--- config.mk ---
export PLATFORM = sky130hd
export DESIGN_NAME = xaddr_gen
export DESIGN_NICKNAME = d
export VERILOG_FILES = /design/src/rtl/xaddr_pkg.sv /design/src/rtl/xaddr_index_path.sv /design/src/rtl/xaddr_step_path.sv /design/src/rtl/xaddr_pair_path.sv /design/src/rtl/xaddr_overlap.sv /design/src/rtl/xaddr_gen.sv
export SDC_FILE = /design/constraint.sdc
export NUM_CORES = 1
export LEC_CHECK = 0
export BUFFER_PORTS_ARGS = -buffer_cell sky130_fd_sc_hd__buf_2
export CORE_ASPECT_RATIO = 2
export CORE_UTILIZATION = 47
export DETAILED_ROUTE_END_ITERATION = 16
export PLACE_DENSITY = 0.79
export SYNTH_ARGS = -nofsm -noshare
export SYNTH_HDL_FRONTEND = slang
export SYNTH_SLANG_ARGS = --single-unit
--- constraint.sdc ---
create_clock -name clk -period 5.2 [get_ports clk]
set_clock_uncertainty 0.1 [all_clocks]
set_input_delay 0.78 -clock clk [delete_from_list [all_inputs] [get_ports clk]]
set_output_delay 0.78 -clock clk [all_outputs]
set_load 0.1 [all_outputs]
--- src/rtl/xaddr_pkg.sv ---
// Package: shared encodings for the address generator.
// Assumes: the operation class is decoded upstream into a 2-bit code.
package xaddr_pkg;

    typedef enum logic [1:0] {
        OPC_INDEX = 2'd0,
        OPC_STEP  = 2'd1,
        OPC_PAIR  = 2'd2,
        OPC_RSVD  = 2'd3
    } opc_e;

    // log2 of the element size in bytes for the two pair widths
    localparam int PAIR_DW_LOG2 = 3;
    localparam int PAIR_W_LOG2  = 2;
    // the offset shift is one more than the element size log2 (two elements per pair)
    localparam int PAIR_DW_SH   = PAIR_DW_LOG2 + 1;
    localparam int PAIR_W_SH    = PAIR_W_LOG2 + 1;

endpackage

--- src/rtl/xaddr_index_path.sv ---
// Module: xaddr_index_path
// Computes base + (index << scale). When zext is set, only the low LOW_W
// bits of index are used. Purely combinational.
// Assumes: AW > LOW_W.
module xaddr_index_path #(
    parameter int AW    = 64,
    parameter int LOW_W = 32,
    parameter int SHW   = 2
) (
    input  logic [AW-1:0]  base,
    input  logic [AW-1:0]  index,
    input  logic           zext,
    input  logic [SHW-1:0] scale,
    output logic [AW-1:0]  addr
);
    localparam int HI_W = AW - LOW_W;

    logic [AW-1:0] idx_eff;

    // select full index or its zero-extended low part, then scale and add
    always_comb begin
        idx_eff = zext ? {{HI_W{1'b0}}, index[LOW_W-1:0]} : index;
        addr    = base + (idx_eff << scale);
    end
endmodule

--- src/rtl/xaddr_step_path.sv ---
// Module: xaddr_step_path
// Computes the stepped base (base + sext(imm) << scale) and the access
// address, which is the new or old base depending on pre.
// Assumes: imm is a two's complement value of IMMW bits.
module xaddr_step_path #(
    parameter int AW   = 64,
    parameter int IMMW = 5,
    parameter int SHW  = 2
) (
    input  logic [AW-1:0]   base,
    input  logic [IMMW-1:0] imm,
    input  logic [SHW-1:0]  scale,
    input  logic            pre,
    output logic [AW-1:0]   addr,
    output logic [AW-1:0]   next_base
);
    localparam int EXT_W = AW - IMMW;

    logic [AW-1:0] step;

    // sign-extend and scale the step, form the new base and pick the access address
    always_comb begin
        step      = {{EXT_W{imm[IMMW-1]}}, imm} << scale;
        next_base = base + step;
        addr      = pre ? next_base : base;
    end
endmodule

--- src/rtl/xaddr_pair_path.sv ---
// Module: xaddr_pair_path
// Computes the two consecutive addresses of a paired access. The offset
// immediate is scaled by twice the element size. The second address is
// one element above the first.
// Assumes: only 4-byte and 8-byte elements exist.
module xaddr_pair_path
    import xaddr_pkg::*;
#(
    parameter int AW    = 64,
    parameter int PIMMW = 2
) (
    input  logic [AW-1:0]    base,
    input  logic [PIMMW-1:0] pimm,
    input  logic             dw,
    output logic [AW-1:0]    addr0,
    output logic [AW-1:0]    addr1
);
    localparam int PAD_W = AW - PIMMW;

    logic [AW-1:0] pimm_ext;
    logic [AW-1:0] offset;
    logic [AW-1:0] gap;

    // scale the offset by the pair width and add the element gap
    always_comb begin
        pimm_ext = {{PAD_W{1'b0}}, pimm};
        offset   = dw ? (pimm_ext << PAIR_DW_SH) : (pimm_ext << PAIR_W_SH);
        gap      = dw ? (AW'(1) << PAIR_DW_LOG2) : (AW'(1) << PAIR_W_LOG2);
        addr0    = base + offset;
        addr1    = addr0 + gap;
    end
endmodule

--- src/rtl/xaddr_overlap.sv ---
// Module: xaddr_overlap
// Flags encodings that are illegal because of register-number overlap,
// and flags the reserved class. Stores are never rejected for overlap.
// Assumes: register numbers are RW bits wide.
module xaddr_overlap
    import xaddr_pkg::*;
#(
    parameter int RW = 5
) (
    input  opc_e          opc,
    input  logic          is_load,
    input  logic [RW-1:0] rs,
    input  logic [RW-1:0] ra,
    input  logic [RW-1:0] rb,
    output logic          bad
);
    // decide legality per class
    always_comb begin
        case (opc)
            OPC_STEP: bad = is_load && (rs == ra);
            OPC_PAIR: bad = is_load && ((rs == ra) || (rs == rb) || (ra == rb));
            OPC_RSVD: bad = 1'b1;
            default:  bad = 1'b0;
        endcase
    end
endmodule

--- src/rtl/xaddr_gen.sv ---
// Module: xaddr_gen (top)
// Address generator for indexed, stepping and paired custom loads/stores.
// All three paths are computed in parallel, one is selected by class,
// legality gates the enables, and the result is registered on in_valid.
// Assumes: one request per strobe; outputs hold between strobes.
module xaddr_gen
    import xaddr_pkg::*;
#(
    parameter int AW    = 64,
    parameter int RW    = 5,
    parameter int SHW   = 2,
    parameter int IMMW  = 5,
    parameter int PIMMW = 2,
    parameter int LOW_W = 32
) (
    input  logic             clk,
    input  logic             rst_n,
    input  logic             in_valid,
    input  logic [1:0]       op_cls,
    input  logic             is_load,
    input  logic             idx_zext,
    input  logic             pre_inc,
    input  logic             pair_dw,
    input  logic [SHW-1:0]   scale,
    input  logic [IMMW-1:0]  step_imm,
    input  logic [PIMMW-1:0] pair_imm,
    input  logic [RW-1:0]    rs_base,
    input  logic [RW-1:0]    rd_a,
    input  logic [RW-1:0]    rd_b,
    input  logic [AW-1:0]    base,
    input  logic [AW-1:0]    index,
    output logic             out_valid,
    output logic [AW-1:0]    addr0,
    output logic [AW-1:0]    addr1,
    output logic             addr_ok,
    output logic             addr1_en,
    output logic             wb_en,
    output logic [AW-1:0]    wb_data,
    output logic             illegal
);
    opc_e          opc;
    logic [AW-1:0] idx_addr;
    logic [AW-1:0] stp_addr;
    logic [AW-1:0] stp_next;
    logic [AW-1:0] par_a0;
    logic [AW-1:0] par_a1;
    logic          bad;

    logic [AW-1:0] n_a0;
    logic [AW-1:0] n_a1;
    logic [AW-1:0] n_wbd;
    logic          n_ok;
    logic          n_a1en;
    logic          n_wb;

    assign opc = opc_e'(op_cls);

    xaddr_index_path #(.AW(AW), .LOW_W(LOW_W), .SHW(SHW)) u_idx (
        .base  (base),
        .index (index),
        .zext  (idx_zext),
        .scale (scale),
        .addr  (idx_addr)
    );

    xaddr_step_path #(.AW(AW), .IMMW(IMMW), .SHW(SHW)) u_stp (
        .base      (base),
        .imm       (step_imm),
        .scale     (scale),
        .pre       (pre_inc),
        .addr      (stp_addr),
        .next_base (stp_next)
    );

    xaddr_pair_path #(.AW(AW), .PIMMW(PIMMW)) u_par (
        .base  (base),
        .pimm  (pair_imm),
        .dw    (pair_dw),
        .addr0 (par_a0),
        .addr1 (par_a1)
    );

    xaddr_overlap #(.RW(RW)) u_ovl (
        .opc     (opc),
        .is_load (is_load),
        .rs      (rs_base),
        .ra      (rd_a),
        .rb      (rd_b),
        .bad     (bad)
    );

    // choose the class result and gate the enables with legality
    always_comb begin
        n_a0  = idx_addr;
        n_a1  = '0;
        n_wbd = '0;
        case (opc)
            OPC_STEP: begin
                n_a0  = stp_addr;
                n_wbd = stp_next;
            end
            OPC_PAIR: begin
                n_a0 = par_a0;
                n_a1 = par_a1;
            end
            default: ;
        endcase
        n_ok   = !bad;
        n_a1en = (opc == OPC_PAIR) && !bad;
        n_wb   = (opc == OPC_STEP) && !bad;
    end

    // output register: capture on strobe, valid follows the strobe
    always_ff @(posedge clk) begin
        if (!rst_n) begin
            out_valid <= 1'b0;
            addr0     <= '0;
            addr1     <= '0;
            addr_ok   <= 1'b0;
            addr1_en  <= 1'b0;
            wb_en     <= 1'b0;
            wb_data   <= '0;
            illegal   <= 1'b0;
        end else begin
            out_valid <= in_valid;
            if (in_valid) begin
                addr0    <= n_a0;
                addr1    <= n_a1;
                addr_ok  <= n_ok;
                addr1_en <= n_a1en;
                wb_en    <= n_wb;
                wb_data  <= n_wbd;
                illegal  <= bad;
            end
        end
    end
endmodule

==> results by group <==
Worst setup path
  – Top delay family on crit path: compound AO/OA/AOI/OAI gates
  – CP most frequent cell: buf_4
  – Slowest cell delay on critical path: around 630 ps
  – CP required: 5500 ps
  – CP startpoint kind: input pin
  – CP bufs+invs: 5
  – Crit path to: addr0[57]
  – Critical Path Fanout Max: 24
  – Crit path launch: scale[0]
  – Slowest cell on crit path: a31oi_2
  – CP cell instances: buf_6, buf_4, nor2b_1, nand2_1, o21ai_0, ha_1, buf_4, and4_1, o21ai_0, buf_4, a31oi_1, or4_1, o2111ai_1, a211oi_1, o211ai_1, a2111oi_0, a31oi_2, a31oi_1, buf_4
  – Critical path depth: 19
  – Flop-to-flop setup slack: ~4200 ps
  – Crit path kind: input pin to flip-flop
  – FF-to-FF End: addr0[51]
  – WP data arrival: approximately 5200 ps
  – R2r startpoint: addr0[51]
  – Reg2Reg Depth: 3
  – CP Capture Type: flip-flop

Synthesis
  – Synthesis-stage register bit count: around 200
  – Syn Std Cell Area: ~20,000 um2
  – Simple-gate share of the synthesized area: 20.7%
  – Yosys top cell area share: 19.3%
  – Post-Synthesis Cells: about 2.7k
  – Largest family of logic cells by synthesized area: compound AO/OA/AOI/OAI gates
  – Compound-cell area share of the yosys netlist: 28.8%
  – Post-synth ARST share: 0%
  – Post-synthesis xor/xnor area fraction: 10.2%
  – Sequential area share after synthesis: between 10% and 20%
  – Synth area leaders: dfxtp_1 (19%), ha_1 (8.3%), mux4_2 (6.2%), a21oi_1 (6.0%), o21ai_0 (5.9%)
  – Multiplexer share of the synthesized area: under 10%
  – EDFF count, synth: 0
  – Yosys top cell by area: dfxtp_1
  – Syn_nets: slightly below 3k
  – Ys Warns: 0
  – Post-synth cell types: between 80 and 90
  – Primary FF master, synth: dfxtp_1
  – Post-synthesis adder-cell area fraction: about 8.6%
  – Syn Area/Cell: between 7 and 8 um2

Routing
  – Via count: 24.8k
  – Vias per cell: between 6 and 7
  – DRC Markers: 0
  – Total Wirelength: 109,000 um
  – Initial drt markers: between 2k and 2.5k
  – Routed len/inst: roughly 30 um
  – Post-route ant nets: 0
  – 1st-pass router iterations: 10

Finish
  – Commonest non-fill, non-tap cell in the layout: buf_2
  – Layout cell share with drive strength beyond 1: between 20% and 30%
  – Post-Layout Cell Count: approximately 3.7k
  – # fillers: between 4k and 5k
  – Most frequent cells in the layout: buf_2 (355), nand2_1 (293), a21oi_1 (244)
  – Nets: 3,416
  – Area grow syn2layout: 20.7%

Min path
  – Min-delay worst type: flip-flop to flip-flop

Power and ir drop
  – Power, Total: roughly 6.5 mW
  – VDD IR max: 0.246 mV
  – Leakage power figure: around 11 nW
  – PD cells: ~260 nW/um2

Die
  – IO Pins: around 360
  – Starting Density: a little under half
  – Total die area: around 44,000 um2
  – Width of the die: 149 um
  – Core area: approximately 43,000 um2
  – Die Span Y: roughly 300 um
  – # rows: between 100 and 150

STA
  – FMAX: approximately 200 MHz
  – Slew margin rel.: between 10% and 20%
  – Final count of pins violating max slew: 0
  – Final Hold Viols: 0
  – Crit share post-route: between 90 and 100%
  – Min Clock Period, post-route: about 5000 ps
  – Worst-margin pin slew: 1330 ps
  – Fin Setup TNS: 0 ps
  – RSZ-0062 raised after global routing: no
  – Final setup viols: 0

GRT
  – Largest net degree at the start of global routing: 75
  – Gr busiest metal: met2
  – Vias in the first global route: approximately 25k
  – GR Util met1: between 40% and 50%
  – First-pass GRT wire length: approximately 160,000 um
  – Met3 global-route usage: 13.5%
  – Total GRT Usage: between 40 and 50%
  – Initial antenna violation count: 7
  – Grt ovf: 0
  – GRT met2 Usage: 85.4%

Clocking
  – CTS tree: built
  – H-Tree Depth: 4
  – Root Buffer: clkbuf_16
  – CTS buffer count: 17
  – Clock-pin slew on the worst setup and hold paths: roughly 80 ps
  – Clock Latency Late Sink: 510 ps
  – Hold_buf cts: 0
  – Worst-case clock buffer depth: 2
  – # clock sinks: around 200

Place
  – PortBufs: about 360
  – Placed cells: 3,643
  – Post-DP HPWL: about 86,000 um
  – GP Congestion: 1.04

Run status
  – Status: finished clean

Run
  – Max Cap Viol: 0
## power breakdown
part	total [mW]	leakage [nW]	switching (mW)	internal, mW
Sequential	1.66	1.61	0.0600	1.60
Combinational	3.35	8.94	2.32	1.03
Clock	1.44	0.283	0.753	0.692
Total	6.45	10.8	3.13	3.32
## per-stage QoR
step / setup WS [ps] / utilization (%) / cell area [um2] / hold WS (ps)
after global placement: -19.4 / 56.2 / 24000 / 331
after CTS: 420 / 57.6 / 24600 / 347
after floorplan: 40.5 / - / 20400 / 769
after global routing: 110 / 57.6 / 24600 / 361
after detailed placement: -61.5 / 56.2 / 24000 / 334
final: 290 / 57.7 / 24600 / 343
## Yosys cell counts (26+ instances only)
cell type  count
inv_1         68
ha_1         135
nand4_1       53
nand3_1       59
a211oi_1      41
a31oi_1       29
mux4_2        56
nor3_1        64
o211ai_1      31
clkbuf_1     145
nor2b_1       58
a21o_1        74
a22o_1        52
o21ai_0      240
nand2_1      293
dfxtp_1      197
mux2i_1       26
xor2_1       101
nor2_1       167
and3_1        38
xnor2_1      137
a21oi_1      245
## state kept, by name (all words and copies together), names as in the netlist
register / cells
addr1: 64
out_valid: 1
illegal: 1
addr0: 64
addr_ok: 1
wb_data: 64
addr1_en: 1
wb_en: 1
## layer usage
layer | vias to the layer above | share of wire [%]
met3 | 758 | 6.8
met2 | 1516 | 49
met5 | - | 0.038
met1 | 11700 | 28
li1 | 10800 | -
met4 | 6 | 16
## worst min path at each step
stage	from	endpoint	cells past startpoint
floorplan	addr0[46]	addr0[46]	2
global placement	addr1[19]	addr1[19]	2
detailed placement	addr0[2]	addr0[2]	1
CTS	addr1[55]	addr1[55]	2
global route	addr1[62]	addr1[62]	2
finish	addr1[55]	addr1[55]	2
## tightest hold or removal path, cell delays in order (launching register included)
cell and delay, ps:
dfxtp_1 310, nand2_1 50, o21ai_1 50
## what timing repair did
item | 4_1_cts | 5_1_grt
endpoints found under the setup margin | 0 | 4
buffers inserted | 0 | 0
gates resized for setup | 0 | 4
endpoints found under the hold margin | 0 | 0
## kinds of logic after synthesis
kind of cell / Yosys count
AO/OA/AOI/OAI: 920
AND/OR/NAND/NOR: 860
buffers and inverters: 241
XOR/XNOR: 238
flip-flops: 197
adder cells (fa/ha/maj): 138
multiplexers: 89
## layout make-up
type                            instances  area [um2]  share of cell area [%]
Clock inverter                         12         135                   0.549
Tap cell                              545         682                    2.77
Clock buffer                           19         443                    1.80
Sequential cell                       197        3940                    16.0
Antenna cell                            3        7.51                  0.0305
Inverter                               68         255                    1.04
Timing Repair Buffer                  588        3580                    14.5
Multi-Input combinational cell       2245       15600                    63.3
Power figures use the tool's default switching activity.
